`src/rtl/scl_gen_pkg.sv`:
```
// Shared constants for the SCL clock generator: speed codes, register
// addresses and the phase encoding of the waveform state machine.
package scl_gen_pkg;

    localparam logic [1:0] SPD_STD  = 2'd1;
    localparam logic [1:0] SPD_FAST = 2'd2;
    localparam logic [1:0] SPD_HS   = 2'd3;

    localparam logic [2:0] A_CTRL  = 3'd0;
    localparam logic [2:0] A_SS_HI = 3'd1;
    localparam logic [2:0] A_SS_LO = 3'd2;
    localparam logic [2:0] A_FS_HI = 3'd3;
    localparam logic [2:0] A_FS_LO = 3'd4;
    localparam logic [2:0] A_HS_HI = 3'd5;
    localparam logic [2:0] A_HS_LO = 3'd6;
    localparam logic [2:0] A_HOLD  = 3'd7;

    typedef enum logic [1:0] {
        PH_IDLE = 2'd0,
        PH_LOW  = 2'd1,
        PH_WAIT = 2'd2,
        PH_HIGH = 2'd3
    } scl_phase_e;

endpackage

```
`src/rtl/scl_cfg_regs.sv`:
```
// Timing register bank. It holds the speed code, the count pairs and the
// SDA hold count, and presents the clamped high, low and hold counts of the
// selected mode. Assumes gen_en marks the running state. Writes are accepted
// only while gen_en is low.
module scl_cfg_regs
    import scl_gen_pkg::*;
#(
    parameter int CNT_W        = 16,
    parameter bit HS_SUPPORTED = 1'b1,
    parameter int MIN_HI       = 6,
    parameter int MIN_LO       = 8,
    parameter int HOLD_MIN     = 1,
    parameter int SS_HI_RST    = 400,
    parameter int SS_LO_RST    = 470,
    parameter int FS_HI_RST    = 60,
    parameter int FS_LO_RST    = 130,
    parameter int HS_HI_RST    = 6,
    parameter int HS_LO_RST    = 16,
    parameter int SPEED_RST    = 2
) (
    input  logic             clk,
    input  logic             rst_n,
    input  logic             wr_en,
    input  logic [2:0]       wr_addr,
    input  logic [CNT_W-1:0] wr_data,
    input  logic             gen_en,
    output logic [CNT_W-1:0] hi_cnt,
    output logic [CNT_W-1:0] lo_cnt,
    output logic [CNT_W-1:0] hold_cnt
);

    localparam logic [CNT_W-1:0] HI_FLOOR = CNT_W'(MIN_HI);
    localparam logic [CNT_W-1:0] LO_FLOOR = CNT_W'(MIN_LO);
    localparam logic [CNT_W-1:0] HOLD_FLR = CNT_W'(HOLD_MIN);

    logic             wr_ok;
    logic [1:0]       speed_q;
    logic [CNT_W-1:0] ss_hi_q, ss_lo_q, fs_hi_q, fs_lo_q, hold_q;
    logic [CNT_W-1:0] hs_hi, hs_lo;
    logic [CNT_W-1:0] hi_raw, lo_raw;

    // Writes land only while the generator is stopped.
    assign wr_ok = wr_en && !gen_en;

    // Speed code, standard and fast pairs, and the hold count.
    always_ff @(posedge clk) begin
        if (!rst_n) begin
            speed_q <= 2'(SPEED_RST);
            ss_hi_q <= CNT_W'(SS_HI_RST);
            ss_lo_q <= CNT_W'(SS_LO_RST);
            fs_hi_q <= CNT_W'(FS_HI_RST);
            fs_lo_q <= CNT_W'(FS_LO_RST);
            hold_q  <= '0;
        end else if (wr_ok) begin
            case (wr_addr)
                A_CTRL:  speed_q <= wr_data[1:0];
                A_SS_HI: ss_hi_q <= wr_data;
                A_SS_LO: ss_lo_q <= wr_data;
                A_FS_HI: fs_hi_q <= wr_data;
                A_FS_LO: fs_lo_q <= wr_data;
                A_HOLD:  hold_q  <= wr_data;
                default: ;
            endcase
        end
    end

    // The high-speed pair exists only when the build supports it.
    generate
        if (HS_SUPPORTED) begin : g_hs
            logic [CNT_W-1:0] hs_hi_q, hs_lo_q;

            // High-speed pair storage.
            always_ff @(posedge clk) begin
                if (!rst_n) begin
                    hs_hi_q <= CNT_W'(HS_HI_RST);
                    hs_lo_q <= CNT_W'(HS_LO_RST);
                end else if (wr_ok && wr_addr == A_HS_HI) begin
                    hs_hi_q <= wr_data;
                end else if (wr_ok && wr_addr == A_HS_LO) begin
                    hs_lo_q <= wr_data;
                end
            end
            assign hs_hi = hs_hi_q;
            assign hs_lo = hs_lo_q;
        end else begin : g_no_hs
            assign hs_hi = fs_hi_q;
            assign hs_lo = fs_lo_q;
        end
    endgenerate

    // Pick the pair named by the speed code.
    always_comb begin
        case (speed_q)
            SPD_HS: begin
                hi_raw = hs_hi;
                lo_raw = hs_lo;
            end
            SPD_FAST: begin
                hi_raw = fs_hi_q;
                lo_raw = fs_lo_q;
            end
            default: begin
                hi_raw = ss_hi_q;
                lo_raw = ss_lo_q;
            end
        endcase
    end

    // Raise short counts to their floors. A zero hold means the minimum.
    always_comb begin
        hi_cnt   = (hi_raw < HI_FLOOR) ? HI_FLOOR : hi_raw;
        lo_cnt   = (lo_raw < LO_FLOOR) ? LO_FLOOR : lo_raw;
        hold_cnt = (hold_q == '0) ? HOLD_FLR : hold_q;
    end

endmodule

```
`src/rtl/scl_phase_fsm.sv`:
```
// SCL waveform state machine. It counts the low part, waits for the sensed
// line to read high, then counts the high part. The wait cycle counts toward
// the high part. Assumes hi_cnt >= 2 and lo_cnt >= 1, which the clamp in the
// register bank guarantees, and that scl_in is synchronized upstream.
module scl_phase_fsm
    import scl_gen_pkg::*;
#(
    parameter int CNT_W = 16
) (
    input  logic             clk,
    input  logic             rst_n,
    input  logic             gen_en,
    input  logic             scl_in,
    input  logic [CNT_W-1:0] hi_cnt,
    input  logic [CNT_W-1:0] lo_cnt,
    output logic             scl_drive_low,
    output logic             rise_tick,
    output logic             fall_tick,
    output logic             fall_start
);

    localparam logic [CNT_W-1:0] ONE = CNT_W'(1);
    localparam logic [CNT_W-1:0] TWO = CNT_W'(2);

    scl_phase_e       ph_q;
    logic [CNT_W-1:0] cnt_q;

    // A low part begins on this edge.
    assign fall_start = gen_en && ((ph_q == PH_IDLE) ||
                                   (ph_q == PH_HIGH && cnt_q == '0));

    // Phase sequencing, period counting and the edge strobes.
    always_ff @(posedge clk) begin
        if (!rst_n) begin
            ph_q          <= PH_IDLE;
            cnt_q         <= '0;
            scl_drive_low <= 1'b0;
            rise_tick     <= 1'b0;
            fall_tick     <= 1'b0;
        end else begin
            rise_tick <= 1'b0;
            fall_tick <= 1'b0;
            if (!gen_en) begin
                ph_q          <= PH_IDLE;
                cnt_q         <= '0;
                scl_drive_low <= 1'b0;
            end else begin
                case (ph_q)
                    PH_IDLE: begin
                        ph_q          <= PH_LOW;
                        cnt_q         <= lo_cnt - ONE;
                        scl_drive_low <= 1'b1;
                        fall_tick     <= 1'b1;
                    end
                    PH_LOW: begin
                        if (cnt_q == '0) begin
                            ph_q          <= PH_WAIT;
                            scl_drive_low <= 1'b0;
                        end else begin
                            cnt_q <= cnt_q - ONE;
                        end
                    end
                    PH_WAIT: begin
                        if (scl_in) begin
                            ph_q      <= PH_HIGH;
                            cnt_q     <= hi_cnt - TWO;
                            rise_tick <= 1'b1;
                        end
                    end
                    default: begin
                        if (cnt_q == '0) begin
                            ph_q          <= PH_LOW;
                            cnt_q         <= lo_cnt - ONE;
                            scl_drive_low <= 1'b1;
                            fall_tick     <= 1'b1;
                        end else begin
                            cnt_q <= cnt_q - ONE;
                        end
                    end
                endcase
            end
        end
    end

endmodule

```
`src/rtl/sda_hold_timer.sv`:
```
// SDA hold delay. It is loaded when a low part begins and pulses
// sda_upd_tick hold_cnt cycles after the fall strobe. Assumes hold_cnt >= 1.
// A new fall restarts it, and disabling cancels it.
module sda_hold_timer #(
    parameter int CNT_W = 16
) (
    input  logic             clk,
    input  logic             rst_n,
    input  logic             gen_en,
    input  logic             start,
    input  logic [CNT_W-1:0] hold_cnt,
    output logic             sda_upd_tick
);

    localparam logic [CNT_W-1:0] ONE = CNT_W'(1);

    logic             busy_q;
    logic [CNT_W-1:0] cnt_q;

    // Delay count and the update strobe.
    always_ff @(posedge clk) begin
        if (!rst_n) begin
            busy_q       <= 1'b0;
            cnt_q        <= '0;
            sda_upd_tick <= 1'b0;
        end else begin
            sda_upd_tick <= 1'b0;
            if (!gen_en) begin
                busy_q <= 1'b0;
            end else if (start) begin
                busy_q <= 1'b1;
                cnt_q  <= hold_cnt - ONE;
            end else if (busy_q) begin
                if (cnt_q == '0) begin
                    busy_q       <= 1'b0;
                    sda_upd_tick <= 1'b1;
                end else begin
                    cnt_q <= cnt_q - ONE;
                end
            end
        end
    end

endmodule

```
`src/rtl/scl_rate_gen.sv`:
```
// Top of the SCL clock generator. It joins the register bank, the waveform
// state machine and the SDA hold timer. Assumes scl_in is the synchronized
// level of the bus wire that scl_drive_low pulls down.
module scl_rate_gen #(
    parameter int CNT_W        = 16,
    parameter bit HS_SUPPORTED = 1'b1,
    parameter int MIN_HI       = 6,
    parameter int MIN_LO       = 8,
    parameter int HOLD_MIN     = 1,
    parameter int SS_HI_RST    = 400,
    parameter int SS_LO_RST    = 470,
    parameter int FS_HI_RST    = 60,
    parameter int FS_LO_RST    = 130,
    parameter int HS_HI_RST    = 6,
    parameter int HS_LO_RST    = 16,
    parameter int SPEED_RST    = 2
) (
    input  logic             clk,
    input  logic             rst_n,
    input  logic             wr_en,
    input  logic [2:0]       wr_addr,
    input  logic [CNT_W-1:0] wr_data,
    input  logic             gen_en,
    input  logic             scl_in,
    output logic             scl_drive_low,
    output logic             scl_rise_tick,
    output logic             scl_fall_tick,
    output logic             sda_upd_tick
);

    logic [CNT_W-1:0] hi_cnt, lo_cnt, hold_cnt;
    logic             fall_start;

    scl_cfg_regs #(
        .CNT_W(CNT_W), .HS_SUPPORTED(HS_SUPPORTED), .MIN_HI(MIN_HI),
        .MIN_LO(MIN_LO), .HOLD_MIN(HOLD_MIN), .SS_HI_RST(SS_HI_RST),
        .SS_LO_RST(SS_LO_RST), .FS_HI_RST(FS_HI_RST), .FS_LO_RST(FS_LO_RST),
        .HS_HI_RST(HS_HI_RST), .HS_LO_RST(HS_LO_RST), .SPEED_RST(SPEED_RST)
    ) u_regs (
        .clk(clk), .rst_n(rst_n), .wr_en(wr_en), .wr_addr(wr_addr),
        .wr_data(wr_data), .gen_en(gen_en), .hi_cnt(hi_cnt),
        .lo_cnt(lo_cnt), .hold_cnt(hold_cnt)
    );

    scl_phase_fsm #(.CNT_W(CNT_W)) u_fsm (
        .clk(clk), .rst_n(rst_n), .gen_en(gen_en), .scl_in(scl_in),
        .hi_cnt(hi_cnt), .lo_cnt(lo_cnt), .scl_drive_low(scl_drive_low),
        .rise_tick(scl_rise_tick), .fall_tick(scl_fall_tick),
        .fall_start(fall_start)
    );

    sda_hold_timer #(.CNT_W(CNT_W)) u_hold (
        .clk(clk), .rst_n(rst_n), .gen_en(gen_en), .start(fall_start),
        .hold_cnt(hold_cnt), .sda_upd_tick(sda_upd_tick)
    );

endmodule

```
`config.mk`:
```
export PLATFORM = sky130hd
export DESIGN_NAME = scl_rate_gen
export DESIGN_NICKNAME = d
export VERILOG_FILES = /design/src/rtl/scl_gen_pkg.sv /design/src/rtl/scl_cfg_regs.sv /design/src/rtl/scl_phase_fsm.sv /design/src/rtl/sda_hold_timer.sv /design/src/rtl/scl_rate_gen.sv
export SDC_FILE = /design/constraint.sdc
export NUM_CORES = 1
export LEC_CHECK = 0
export BUFFER_PORTS_ARGS = -buffer_cell sky130_fd_sc_hd__buf_2
export CORE_MARGIN = 8
export CORE_UTILIZATION = 60
export CTS_CLUSTER_DIAMETER = 100
export DETAILED_ROUTE_END_ITERATION = 10
export MAX_ROUTING_LAYER = met4
export PLACE_DENSITY = 0.77
export SLEW_MARGIN = 30
export SYNTH_ARGS = -nofsm -noshare
export SYNTH_HDL_FRONTEND = slang
export SYNTH_SLANG_ARGS = --single-unit
```
`constraint.sdc`:
```
create_clock -name clk -period 4 [get_ports clk]
set_clock_uncertainty 0.1 [all_clocks]
set_input_delay 0.4 -clock clk [delete_from_list [all_inputs] [get_ports clk]]
set_output_delay 0.4 -clock clk [all_outputs]
set_load 0.01 [all_outputs]
```
**Yosys cells after proc, flatten, opt, wreduce, memory -nomap -nowiden**

Index checks and enable logic that the tools add are counted.

- Add/sub/neg operators: 5
- Bitwise gates (word level): 5
- Muxes and demuxes: 26
- $lt $le $gt $ge: 2
- Div/mod/pow operators: 0
- Shift-type cells: 0
- Reductions and logical operators: 30
- Multiply operators: 0
- Equality and inequality tests: 16

Operators by type and width:

| operator | count |
|---|---|
| $mux 16 | 9 |
| $pmux 16 s2 | 2 |
| $sub 16x1->16 const B | 4 |
| $logic_not 16->1 | 3 |
| $pmux 16 s3 | 1 |
| $reduce_and 2->1 | 9 |
| $lt 16x3->1 const B | 1 |
| $lt 16x4->1 const B | 1 |
| $sub 16x2->16 const B | 1 |
| $eq 3x3->1 const B | 4 |
| $reduce_and 3->1 | 4 |
| $eq 2x2->1 const B | 4 |
| $mux 1 | 8 |
| $eq 3x2->1 const B | 2 |
| $mux 2 | 3 |
| $ne 2x2->1 const B | 3 |
| $pmux 2 s3 | 1 |
| $logic_and 1x1->1 | 5 |
| $not 1->1 | 5 |
| $reduce_bool 2->1 | 2 |
| $reduce_or 4->1 | 1 |
| $eq 3x1->1 const B | 1 |
| $logic_not 3->1 | 1 |
| $pmux 1 s3 | 1 |
| other kinds (8) | 8 |

- Memories: 0
- Output and inout port bits: 4
- ROM bits: 0
- RAM bits: 0
- Word-level logic and storage cells: 100
- Flip-flop bits (word level): 153
- Input port bits: 24
- Bits in latches: 0

**Logic depth before layout (Yosys ltp)**

- Word-level depth: 7
- Gate-level depth with buffers: 17
- Depth with buffers taken out: 14

**By module**

From an unflattened synthesis, not the netlist that was laid out.

- Cell total of the unflattened synthesis: 1099
- Area, all modules: 8559.5 sq um

By module, submodules not included:

| module | area each (sq um) | cells each | seq. area each (sq um) | instances |
|---|---|---|---|---|
| scl_cfg_regs | 5154.9 | 650 | 2282.2 | 1 |
| scl_phase_fsm | 1959.4 | 260 | 420.4 | 1 |
| sda_hold_timer | 1445.1 | 189 | 360.3 | 1 |

**Worst setup path before layout**

No wires, ideal clock.

- Kind: register -> register
- Start: register u_fsm.cnt_q[0]
- End: register u_hold.cnt_q[14]
- Stages on the path, launching flop included: 17
- Buffers on the path: 3
- Path slack: 757 ps
- Required time: 3772 ps
- Period minus slack after synthesis: 3243 ps
- Arrival time: 3015 ps
- Cells stage by stage: dfxtp_1 > inv_1 > ha_1 > nor3b_1 > and4b_1 > clkbuf_1 > a22oi_1 > clkbuf_1 > mux2i_1 > ha_1 > clkbuf_1 > nand2_1 > nor2_1 > nand2_1 > a21o_1 > a21oi_1 > nor2_1

- Longest elaborated chain between the ends: 6
- Elaborated cells between the ends (all ways): 8
- Classes of those cells: 1 x eq/ne; 1 x mux; 6 x reduce/logical

Ends and longest elaborated chain:

| what | line | RTL |
|---|---|---|
| from (decl) | scl_phase_fsm.sv:26 | `logic [CNT_W-1:0] cnt_q;` |
| from (signal assigned) | scl_phase_fsm.sv:51 | `cnt_q <= lo_cnt - ONE;` |
| from (signal assigned) | scl_phase_fsm.sv:60 | `cnt_q <= cnt_q - ONE;` |
| from (signal assigned) | scl_phase_fsm.sv:66 | `cnt_q <= hi_cnt - TWO;` |
| $logic_not 16->1 (*) | scl_phase_fsm.sv:30 | `(ph_q == PH_HIGH && cnt_q == '0));` |
| $logic_and 1x1->1 (*) | scl_phase_fsm.sv:30 |  |
| $logic_or 1x1->1 (*) | scl_phase_fsm.sv:29 | `assign fall_start = gen_en && ((ph_q == PH_IDLE) \|\|` |
| $logic_and 1x1->1 (*) | scl_phase_fsm.sv:29 |  |
| $ne 2x2->1 (no source line) / $reduce_bool 2->1 (equally long branches) | -- |  |
| $reduce_and 3->1 (no source line) | -- |  |
| to (signal assigned) | sda_hold_timer.sv:32 | `cnt_q <= hold_cnt - ONE;` |
| to (signal assigned) | sda_hold_timer.sv:38 | `cnt_q <= cnt_q - ONE;` |
| to (decl) | sda_hold_timer.sv:18 | `logic [CNT_W-1:0] cnt_q;` |

Every way passes the cells marked *; elsewhere a longest branch is shown, timed or not.
A chain may end at the register's enable or synchronous reset.

**Worst setup path after layout**

- Start: register u_regs.speed_q[0]
- End: register u_fsm.cnt_q[5]

- Longest elaborated chain between the ends: 7
- Elaborated cells between the ends (all ways): 13
- Classes of those cells: 2 x add/sub; 2 x order compare; 2 x eq/ne; 7 x mux

Ends and longest elaborated chain:

| what | line | RTL |
|---|---|---|
| from (decl) | scl_cfg_regs.sv:37 | `logic [1:0] speed_q;` |
| from (signal assigned) | scl_cfg_regs.sv:48 | `speed_q <= 2'(SPEED_RST);` |
| from (signal assigned) | scl_cfg_regs.sv:56 | `A_CTRL: speed_q <= wr_data[1:0];` |
| $eq 2x2->1 | scl_cfg_regs.sv:93 | `case (speed_q)` |
| $pmux 16 s2 | scl_cfg_regs.sv:93 |  |
| $lt 16x4->1 / $lt 16x3->1 (equally long branches) | scl_cfg_regs.sv:112, scl_cfg_regs.sv:111 |  |
| $mux 16 (on tied branches) | scl_cfg_regs.sv:112, scl_cfg_regs.sv:111 |  |
| $sub 16x1->16 / $sub 16x2->16 (equally long branches) | scl_phase_fsm.sv:51, scl_phase_fsm.sv:73, scl_phase_fsm.sv:66 |  |
| $mux 16 (on tied branches) | scl_phase_fsm.sv:71, scl_phase_fsm.sv:64 |  |
| $pmux 16 s3 (*) | scl_phase_fsm.sv:48 | `case (ph_q)` |
| to (signal assigned) | scl_phase_fsm.sv:51 |  |
| to (signal assigned) | scl_phase_fsm.sv:73 | `cnt_q <= lo_cnt - ONE;` |
| to (signal assigned) | scl_phase_fsm.sv:77 | `cnt_q <= cnt_q - ONE;` |

Every way passes the cells marked *; elsewhere a longest branch is shown, timed or not. The select of a mux whose other input is x is not followed.

==> results.md <==
- Worst setup SP type: flop
- Syn_nets: around 1.1k
- Pwr Total: ~4.2 mW
- Area Growth Syn to Fin: 9.76%
- Hold/Removal Path Class: in -> reg
- Leak Pwr: 3.33 nW
- Cells along the critical path: buf_12, mux2_2, mux2i_4, or4b_1, and4bb_1, nor2_1, ha_1, inv_1, nor3_1, xor2_1, a221oi_1, nor2_1
- Row count: 43
- Max Cap Viol: 0
- Fin. max-slew vios: 0
- Crit path max-delay family: simple AND/OR/NAND/NOR gates
- Largest net degree at the start of global routing: 58
- Peak VDD IR: 360 uV
- Post-synthesis sequential area ratio: 37.2%
- EDFF count, synth: 0
- Met3 WL: 1390 um
- Final Hold Vio Count: 0
- TritonCTS Buffers: 17
- Die Ht: 133 um
- RSZ-0062 raised after global routing: false
- Yosys reg bits: 153
- Level count of the clock H-tree: 4
- Crit. End Element: flop
- Max FO, Critical Path: 28
- Slew headroom: 38.8%
- Dpl cell area: 0.00845 mm2
- Synth Instances: 1056
- Setup TNS: 0 ns
- Detailed Route Iter0 Violations: 835
- Min cycle time layout: 3.51 ns
- CP max-delay cell: or4b_1
- Io pins: 28
- Max Fclk: about 280 MHz
- Req. time, crit path: between 4 and 5 ns
- DR vias/cell: 6.02
- Core ar.: 0.0137 mm2
- Main flop type after synthesis: dfxtp_1
- Overflow after GRT: 0
- Placer Congestion: between 0.8 and 0.9
- Inst Count DP: 1218
- Die area: ~0.018 mm2
- DRT met1 WL: 10100 um
- Crit path top cell by count: nor2_1
- Met2 wire length: 10200 um
- Avg Cell Area, Syn: 7.80 um2
- Design Area, Final: approximately 0.0090 mm2
- PostCTS Resize Cnt: 0
- Final setup fails: 0
- Total Routing Usage GR: 25.6%
- WL final: 22200 um
- Crit path largest cell delay: 0.50 ns
- Post-Syn Area: 0.00823 mm2
- Post-synth ARST share: 0%
- CP Buf/Inv Count: 2
- Yosys cell types: 74
- First-pass GRT wire length: 35900 um
- DRC: 0
- Clk buf depth: 2
- Worst-Margin Slew: 0.915 ns
- Vias in the first global route: between 6k and 7k
- RR Startpoint: u_regs.speed_q[0]
- Net count, final: 1091
- CTS tree: yes
- Clock sink count: 153
- HPWL reported at the end of detailed placement: 15100 um
- Final core occ: 66.1%
- Power per cell area: 464 mW/mm2
- Initial antenna violation count: 0
- Critical Path AT: 3.72 ns
- Routed vias: 7531
- Post-route antenna net violation count: 0
- # port buffers: 27
- Post-CTS Setup Inserts: 0
- Crit Reg-Reg Endpoint: u_fsm.cnt_q[5]
- Router iterations before antenna repair: 5
- CP Class: reg -> reg
- Yosys warns: 0
- Non-filler instance count after layout: 1250
- Worst skew pair latency: 0.43 ns
- Status: finished, final reports clean
- Crit share post-route: between 80% and 90%
- CTS root buffer: clkbuf_16
- Initial Utilization: 60.2%
- Top Metal Used: met4
- Avg WL per Cell: 17.7 um
- Worst hold endpoint: u_fsm.rise_tick
- Min-Delay Startpoint: scl_in
- Worst hold stages: 2
- CTS clock-pin slew for the worst setup and hold paths: 0.06 ns
- R2R setup slack: 0.49 ns
- Worst r2r path cells: 12
- CTS hold repair buffers: 0
- Share of layout cells above drive strength 1: roughly 12%
- Die width: 133 um
- Diodes inserted: 0
flip-flops by register name, indices dropped and copies added (netlist names), 2 cells and up:
signal               flops
u_fsm.cnt_q             16
u_fsm.ph_q               2
u_hold.cnt_q            16
u_regs.fs_hi_q          16
u_regs.fs_lo_q          16
u_regs.g_hs.hs_hi_q     16
u_regs.g_hs.hs_lo_q     16
u_regs.hold_q           16
u_regs.speed_q           2
u_regs.ss_hi_q          16
u_regs.ss_lo_q          16
logic make-up (layout without fill, tap and decap cells):
logic type / count (synthesis) / count (layout) / share of synthesized area (%)
AO/OA/AOI/OAI: 252 / 252 / 18.0
XOR/XNOR: 45 / 45 / 4.79
adder cells (fa/ha/maj): 10 / 10 / 1.52
buffers and inverters: 77 / 91 / 4.70
flip-flops: 153 / 153 / 37.2
multiplexers: 49 / 49 / 7.77
AND/OR/NAND/NOR: 470 / 470 / 26.0
Yosys cell counts, types with 3 or more instances:
cell type / n / area [um2]
o21ai_0: 37 / 185
ha_1: 10 / 125
o21ai_1: 10 / 50.1
nand2b_1: 5 / 31.3
and3_1: 6 / 37.5
mux2_2: 4 / 45.0
o22ai_1: 3 / 18.8
and2_1: 3 / 18.8
a31oi_1: 6 / 37.5
nor4_1: 12 / 75.1
o311ai_0: 4 / 35.0
or4_1: 6 / 45.0
nand3b_1: 6 / 45.0
a221oi_1: 9 / 78.8
dfxtp_1: 153 / 3060
nand2_1: 265 / 995
o32ai_1: 4 / 35.0
xnor2_1: 25 / 219
xor2_1: 20 / 175
nand3_1: 32 / 160
a311oi_1: 3 / 26.3
mux2i_2: 4 / 55.1
buf_4: 4 / 30.0
buf_6: 6 / 67.6
inv_1: 10 / 37.5
mux2i_1: 25 / 250
nor2b_1: 5 / 31.3
or3_1: 8 / 50.1
a211oi_1: 6 / 45.0
a211oi_2: 4 / 50.1
a21oi_2: 4 / 35.0
nor2_1: 73 / 274
nor4b_1: 5 / 43.8
nor3_1: 18 / 90.1
mux2_4: 8 / 120
a21oi_1: 142 / 711
clkbuf_1: 49 / 184
mux2i_4: 7 / 158
nor3b_1: 7 / 52.6
worst reg2reg max path: cells and delay by family, from the launching register on:
| kind | cells | cell delay (ns) |
|---|---|---|
| and+or+nand+nor | 5 | 1.19 |
| muxes | 2 | 0.61 |
| DFF | 1 | 0.44 |
| buffers and inverters | 2 | 0.38 |
| AOI/OAI and AO/OA | 1 | 0.31 |
| adders and majority gates | 1 | 0.22 |
| xor gates and xnor gates | 1 | 0.15 |
power by group:
part / switching, mW / internal (mW) / total [mW]
clock: 0.696 / 0.908 / 1.60
combinational: 0.572 / 0.356 / 0.928
sequential: 0.0734 / 1.59 / 1.66
stage by stage:
stage / worst slack [ns] / hold WS (ns)
after floorplan: 0.757 / 0.332
after global placement: 0.592 / 0.338
after detailed placement: 0.551 / 0.344
after CTS: 0.523 / 0.125
after global routing: 0.227 / 0.133
final: 0.487 / 0.128
metal layers:
layer / track usage [%] / up-vias
met5: - / -
met4: 7.49 / 0
met3: 5.20 / 34
met2: 39.3 / 284
met1: 33.4 / 3538
li1: - / 3675
placed cells by master, fill, tap and decap left out, types with 9 or more instances in the layout:
cell type,instances
nand2_1,265
inv_1,10
nor2_1,73
nor4_1,12
nand3_1,32
xnor2_1,25
o21ai_0,37
dfxtp_1,151
ha_1,10
a21oi_1,142
mux2i_1,25
a221oi_1,9
buf_2,27
nor3_1,17
buf_4,18
o21ai_1,10
xor2_1,20
clkbuf_16,17
layout make-up:
| class | count | area [um2] |
|---|---|---|
| clock inverter | 13 | 131 |
| tap | 180 | 225 |
| clock buffer | 19 | 453 |
| timing repair buffer | 47 | 310 |
| fill | 1178 | 4630 |
| sequential | 153 | 3070 |
| multi-input combinational | 826 | 4800 |
| inverter | 12 | 46.3 |
worst max-delay path by stage:
stage	start	endpoint	slack (ns)	cells after the start
floorplan	u_fsm.cnt_q[0]	u_hold.cnt_q[14]	0.76	16
global placement	u_fsm.cnt_q[0]	u_hold.cnt_q[8]	0.59	11
detailed placement	u_regs.speed_q[0]	u_fsm.cnt_q[5]	0.55	12
CTS	u_regs.speed_q[0]	u_fsm.cnt_q[11]	0.52	12
global route	u_fsm.cnt_q[0]	u_hold.cnt_q[14]	0.23	14
finish	u_regs.speed_q[0]	u_fsm.cnt_q[5]	0.49	12
Note: power is estimated with default switching activity, not from simulation.
